## src/rtl/dacif_pkg.sv

```systemverilog
package dacif_pkg;

  typedef enum logic [1:0] {
    DST_B_AND_BUF = 2'b00,
    DST_BUF_ONLY  = 2'b01,
    DST_A_SYNC_B  = 2'b10,
    DST_RESERVED  = 2'b11
  } dst_sel_e;

endpackage

```

## src/rtl/dacif_rst_sync.sv

```systemverilog
module dacif_rst_sync #(
  parameter int STAGES = 2
) (
  input  logic clk,
  input  logic arst_n,
  output logic rst_n
);

  logic [STAGES-1:0] sync_q;

  generate
    for (genvar s = 0; s < STAGES; s++) begin : g_stage
      if (s == 0) begin : g_first
        always_ff @(posedge clk or negedge arst_n) begin
          if (!arst_n) sync_q[s] <= 1'b0;
          else         sync_q[s] <= 1'b1;
        end
      end else begin : g_rest
        always_ff @(posedge clk or negedge arst_n) begin
          if (!arst_n) sync_q[s] <= 1'b0;
          else         sync_q[s] <= sync_q[s-1];
        end
      end
    end
  endgenerate

  assign rst_n = sync_q[STAGES-1];

endmodule

```

## src/rtl/dacif_shift_rx.sv

```systemverilog
module dacif_shift_rx #(
  parameter int WORD_W = 16
) (
  input  logic              sclk,
  input  logic              rst_n,
  input  logic              cs_n,
  input  logic              din,
  output logic              xfer_o,
  output logic [WORD_W-1:0] word_o
);

  localparam int CNT_W = $clog2(WORD_W + 1);
  localparam logic [CNT_W-1:0] CNT_FULL = CNT_W'(WORD_W);
  localparam logic [CNT_W-1:0] CNT_LAST = CNT_W'(WORD_W - 1);

  logic [WORD_W-1:0] shreg_q, shreg_d;
  logic [WORD_W-1:0] word_q, word_d;
  logic [CNT_W-1:0]  cnt_q, cnt_d;
  logic              xfer_q, xfer_d;

  // next-state: shift while selected, commit on full word or early deselect
  always_comb begin
    shreg_d = shreg_q;
    cnt_d   = cnt_q;
    word_d  = word_q;
    xfer_d  = 1'b0;
    if (cs_n) begin
      shreg_d = '0;
      cnt_d   = '0;
      if ((cnt_q != '0) && (cnt_q != CNT_FULL)) begin
        xfer_d = 1'b1;
        word_d = shreg_q;
      end
    end else if (cnt_q != CNT_FULL) begin
      shreg_d = {shreg_q[WORD_W-2:0], din};
      cnt_d   = cnt_q + CNT_W'(1);
      if (cnt_q == CNT_LAST) begin
        xfer_d = 1'b1;
        word_d = {shreg_q[WORD_W-2:0], din};
      end
    end
  end

  always_ff @(negedge sclk or negedge rst_n) begin
    if (!rst_n) begin
      shreg_q <= '0;
      cnt_q   <= '0;
      xfer_q  <= 1'b0;
    end else begin
      shreg_q <= shreg_d;
      cnt_q   <= cnt_d;
      xfer_q  <= xfer_d;
    end
  end

  always_ff @(negedge sclk or negedge rst_n) begin
    if (!rst_n)      word_q <= '0;
    else if (xfer_d) word_q <= word_d;
  end

  assign xfer_o = xfer_q;
  assign word_o = word_q;

  p_cnt_limit_r10: assert property (@(negedge sclk) disable iff (!rst_n)
    cnt_q <= CNT_FULL);

  p_hold_after_full_r10: assert property (@(negedge sclk) disable iff (!rst_n)
    (cnt_q == CNT_FULL && !cs_n) |=> (cnt_q == CNT_FULL && !xfer_q));

  p_single_commit_r8: assert property (@(negedge sclk) disable iff (!rst_n)
    xfer_q |=> !xfer_q);

  p_empty_frame_r11: assert property (@(negedge sclk) disable iff (!rst_n)
    (cs_n && cnt_q == '0) |=> !xfer_q);

endmodule

```

## src/rtl/dacif_reg_bank.sv

```systemverilog
module dacif_reg_bank
  import dacif_pkg::*;
#(
  parameter int DATA_W = 12
) (
  input  logic                sclk,
  input  logic                rst_n,
  input  logic                xfer,
  input  logic [DATA_W+3:0]   word,
  output logic [DATA_W-1:0]   ch_a,
  output logic [DATA_W-1:0]   ch_b,
  output logic                fast,
  output logic                pwr_dn
);

  localparam int WORD_W = DATA_W + 4;
  localparam int POS_SEL_HI = WORD_W - 1;
  localparam int POS_SPEED  = WORD_W - 2;
  localparam int POS_PDOWN  = WORD_W - 3;
  localparam int POS_SEL_LO = WORD_W - 4;

  dst_sel_e          sel;
  logic [DATA_W-1:0] code;
  logic [DATA_W-1:0] a_q, b_q, buf_q;
  logic [DATA_W-1:0] b_d;
  logic              fast_q, pd_q;
  logic              a_en, b_en, buf_en;

  assign sel  = dst_sel_e'({word[POS_SEL_HI], word[POS_SEL_LO]});
  assign code = word[DATA_W-1:0];

  // load enables and channel B source
  always_comb begin
    a_en   = 1'b0;
    b_en   = 1'b0;
    buf_en = 1'b0;
    b_d    = code;
    if (xfer) begin
      unique case (sel)
        DST_B_AND_BUF: begin b_en = 1'b1; buf_en = 1'b1; end
        DST_BUF_ONLY:  buf_en = 1'b1;
        DST_A_SYNC_B:  begin a_en = 1'b1; b_en = 1'b1; b_d = buf_q; end
        DST_RESERVED:  ;
      endcase
    end
  end

  always_ff @(posedge sclk or negedge rst_n) begin
    if (!rst_n)    a_q <= '0;
    else if (a_en) a_q <= code;
  end

  always_ff @(posedge sclk or negedge rst_n) begin
    if (!rst_n)    b_q <= '0;
    else if (b_en) b_q <= b_d;
  end

  always_ff @(posedge sclk or negedge rst_n) begin
    if (!rst_n)      buf_q <= '0;
    else if (buf_en) buf_q <= code;
  end

  always_ff @(posedge sclk or negedge rst_n) begin
    if (!rst_n) begin
      fast_q <= 1'b0;
      pd_q   <= 1'b0;
    end else if (xfer) begin
      fast_q <= word[POS_SPEED];
      pd_q   <= word[POS_PDOWN];
    end
  end

  assign ch_a   = a_q;
  assign ch_b   = b_q;
  assign fast   = fast_q;
  assign pwr_dn = pd_q;

  // reset state
  always @(negedge sclk) begin
    if (!rst_n) begin
      p_reset_clear_r1: assert (a_q == '0 && b_q == '0 && buf_q == '0 && !fast_q && !pd_q);
    end
  end

  p_b_and_buf_r3: assert property (@(posedge sclk) disable iff (!rst_n)
    (xfer && sel == DST_B_AND_BUF) |=> (b_q == $past(code) && buf_q == $past(code)));

  p_buf_only_r4: assert property (@(posedge sclk) disable iff (!rst_n)
    (xfer && sel == DST_BUF_ONLY) |=> ($stable(a_q) && $stable(b_q)));

  p_sync_update_r5: assert property (@(posedge sclk) disable iff (!rst_n)
    (xfer && sel == DST_A_SYNC_B) |=> (a_q == $past(code) && b_q == $past(buf_q)));

  p_reserved_r6: assert property (@(posedge sclk) disable iff (!rst_n)
    (xfer && sel == DST_RESERVED) |=> ($stable(a_q) && $stable(b_q) && $stable(buf_q)));

  p_quiet_r8: assert property (@(posedge sclk) disable iff (!rst_n)
    !xfer |=> ($stable(a_q) && $stable(b_q) && $stable(buf_q) && $stable(fast_q) && $stable(pd_q)));

endmodule

```

## src/rtl/dual_dac_serial_if.sv

```systemverilog
module dual_dac_serial_if #(
  parameter int DATA_W      = 12,
  parameter int SYNC_STAGES = 2
) (
  input  logic              sclk,
  input  logic              por_n,
  input  logic              cs_n,
  input  logic              din,
  output logic [DATA_W-1:0] ch_a_code,
  output logic [DATA_W-1:0] ch_b_code,
  output logic              fast_mode,
  output logic              power_down
);

  localparam int WORD_W = DATA_W + 4;

  logic              rst_n;
  logic              xfer;
  logic [WORD_W-1:0] word;

  dacif_rst_sync #(.STAGES(SYNC_STAGES)) u_rst_sync (
    .clk    (sclk),
    .arst_n (por_n),
    .rst_n  (rst_n)
  );

  dacif_shift_rx #(.WORD_W(WORD_W)) u_rx (
    .sclk   (sclk),
    .rst_n  (rst_n),
    .cs_n   (cs_n),
    .din    (din),
    .xfer_o (xfer),
    .word_o (word)
  );

  dacif_reg_bank #(.DATA_W(DATA_W)) u_bank (
    .sclk   (sclk),
    .rst_n  (rst_n),
    .xfer   (xfer),
    .word   (word),
    .ch_a   (ch_a_code),
    .ch_b   (ch_b_code),
    .fast   (fast_mode),
    .pwr_dn (power_down)
  );

endmodule

```

## config.mk

```make
export PLATFORM = sky130hd
export DESIGN_NAME = dual_dac_serial_if
export DESIGN_NICKNAME = d
export VERILOG_FILES = /design/src/rtl/dacif_pkg.sv /design/src/rtl/dacif_rst_sync.sv /design/src/rtl/dacif_shift_rx.sv /design/src/rtl/dacif_reg_bank.sv /design/src/rtl/dual_dac_serial_if.sv
export SDC_FILE = /design/constraint.sdc
export NUM_CORES = 1
export LEC_CHECK = 0
export BUFFER_PORTS_ARGS = -buffer_cell sky130_fd_sc_hd__buf_4
export CORE_ASPECT_RATIO = 1.2
export CORE_MARGIN = 8
export CORE_UTILIZATION = 40
export CTS_CLUSTER_DIAMETER = 60
export CTS_CLUSTER_SIZE = 10
export DETAILED_ROUTE_END_ITERATION = 10
export SLEW_MARGIN = 5
export SYNTH_ARGS = -nofsm -noshare
export SYNTH_HDL_FRONTEND = slang
export SYNTH_HIERARCHICAL = 1
export SYNTH_SLANG_ARGS = --single-unit
```

## constraint.sdc

```tcl
create_clock -name sclk -period 2.3 [get_ports sclk]
set_input_delay 0.69 -clock sclk [delete_from_list [all_inputs] [get_ports sclk]]
set_output_delay 0.69 -clock sclk [all_outputs]
set_load 0.05 [all_outputs]
```

==> out/summary.txt <==
Reg2reg start: u_rx/word_o[15]
Total chip power: 3.01 mW
Clk_skew: 17.5 ps
Core area: 8940 um2
Worst-Skew Late Latency: 350 ps
Worst Setup End Kind: register
Starting Density: 40.7%
Max_cap viols: 0
Power Density: 616 nW/um2
Dpl cell area: 4360 um2
Unrepaired setup endpoints after global routing: yes
Crit-path cells: buf_12 > mux2_4 > mux2_4
ANT cells: 0
Slowest cell on the critical path: dfrtn_1
CTS Hold Bufs: 0
Gate Count Post-Synth: 309
R2R setup slack: -180 ps
ANT nets after route: 0
Met1 Use GR: 18.0%
Syn_area_per_cell: 11.8 um2
Hold Worst Slack: 102 ps
Met2 Use GR: 22.2%
Seq/Total Area, Yosys: 53.7%
Endpoints failing setup: 50
HPWL Detailed: 5.39 mm
Routability congestion estimate: 0.767
Final Hold Viols: 0
Util after Layout: 54.6%
Most Frequent Cell on Critical Path: mux2_4
GRT busiest layer: met2
Gr usage total: 14.4%
Via count: 2700
Multi-input logic area: 1760 um2
Worst min path class: input pin to asynchronous set/reset pin
Placed cell count: 470
Failing checks: setup timing
Synth Net Count: 316
Register area: 1960 um2
Port-buffer cells: 29
Reg2reg path depth: 3
Vias in the first global route: 2735
Post-DR wirelength/cell: 16.9 um
DR pass1 iterations: 5
Num rows: 38
CP max FO: 11
Synth Register Bits: 78
Most frequent cells in the layout: buf_4 (58), nand2_1 (46), mux2_4 (45), dfrtp_1 (39), dfrtn_1 (38)
Layout cells sized above 1: 41.9%
Ys Warns: 6
Initial antenna violation count: 0
Static leakage: 2.43 nW
Fillcell total: 766
CTS max path bufs: 2
Max incr delay on CP: 490 ps
Sink Count: 78
Final std cells w/o fill: 504
Slew HR: 54.7%
First-pass GRT wire length: 13.8 mm
Required time worst endpoint: 2540 ps
Worst-path clk slew: 80 ps
Vias per cell: 5.36
Top Ports: 30
Die height: 120 um
Dpl ws: -581 ps
Post-route setup TNS: -5990 ps
Number of nets in the layout: 386
Slew Viols, Final: 0
Final Cell Area: 4880 um2
Global route total overflow: 0
Outcome: finished with violations
Crit path launch: u_rx/word_o[15]
Layout area overhead: 34.2%
Startpoint Class: register
Initial drt markers: 140
Total wire length: 8.53 mm
Remaining DRCs: 0
Cell area after synthesis: 3640 um2
Crit Path Category: register to register
Max VDD drop: 0.248 mV
Pin count of the biggest net entering global routing: 43
Reg2Reg Capture Point: u_bank/ch_b[5]
Worst Max-Slew Pin Slew: 676 ps
CP Buf/Inv Count: 1
Die ar.: 12400 um2
CTS buffer count: 9
Most common cell after layout, fill and taps aside: buf_4
Clk Tree Root Cell: clkbuf_8
Final worst slack: -184 ps
Delay-heaviest family, CP: multiplexers
Yosys cell types: 32
Data arrival, critical path: 2720 ps
Chip width: 103 um
M3 GR Usage: 3.11%
CTS tree: built
H-Tree Depth: 3
==> synth_stat cells, drive strengths merged <==
master,n,area (um2)
a32o,16,160
and3,1,6.26
buf,18,124
nor3,2,10.0
a21boi,1,18.8
nor3b,1,18.8
conb,1,3.75
ha,3,37.5
mux2,50,563
nand4bb,1,11.3
nor2b,1,6.26
xnor2,1,8.76
inv,4,15.0
a21oi,34,170
xor2,1,8.76
nand2,50,188
clkbuf,4,15.0
dfrtp,40,1000
a211o,16,140
and2b,1,7.51
nand3,1,5.00
and4bb,1,12.5
dfrtn,38,951
nand3b,17,128
nor2,5,21.3
nand2b,1,6.26
==> cell type report <==
type	count	area share [%]
inverter	4	0.564
multi-input combinational	207	36.0
clock buffer	11	2.90
clock inverter	5	0.513
timing repair inverter	2	0.308
tap	120	3.08
timing repair buffer	77	16.6
sequential	78	40.1
==> logic make-up (layout without fill, tap and decap cells) <==
family | count (synthesis) | count (layout) | share of synthesized area, %
buf+inv | 26 | 99 | 4.23
flops | 78 | 78 | 53.7
compound gates | 67 | 67 | 13.5
simple gates | 82 | 84 | 11.6
other cells | 1 | 1 | 0.103
xor+xnor | 2 | 2 | 0.482
mux | 50 | 50 | 15.5
fa+ha+maj | 3 | 3 | 1.03
==> where the power goes <==
group | internal [mW] | total, mW | switching (mW)
combinational | 0.277 | 0.590 | 0.313
clock | 0.412 | 0.905 | 0.492
sequential | 1.45 | 1.51 | 0.0624
total | 2.14 | 3.01 | 0.868
==> how the worst max path moves through the flow <==
stage | to | slack (ps) | cells after the start
after floorplan | u_rx/word_o[1] | -400 | 5
after global placement | u_rx/word_o[3] | -550 | 5
after detailed placement | u_rx/word_o[5] | -580 | 5
after CTS | u_bank/buf_q[4] | -170 | 4
after global routing | u_bank/buf_q[5] | -210 | 4
final | u_bank/ch_b[5] | -180 | 3
==> flip-flops by register name, summed over array words and instances (netlist names) <==
signal             flops
u_bank/buf_q          12
u_bank/ch_a           12
u_bank/ch_b           12
u_bank/fast            1
u_bank/pwr_dn          1
u_rst_sync/rst_n       1
u_rst_sync/sync_q      1
u_rx/cnt_q             5
u_rx/shreg_q          16
u_rx/word_o           16
u_rx/xfer_o            1
==> what timing repair did <==
item	CTS	global route
setup endpoints to repair	53	52
gates cloned	8	2
setup buffers	6	2
pin swaps	17	6
gates resized for setup	13	16
==> routing by layer <==
layer  vias to the layer above  part of all wire, %
met5                         -                    0
met4                         0                  2.1
met3                        15                  4.6
met2                        79                   50
met1                      1352                   44
li1                       1254                    -
Note: power is estimated with default switching activity, not from simulation.
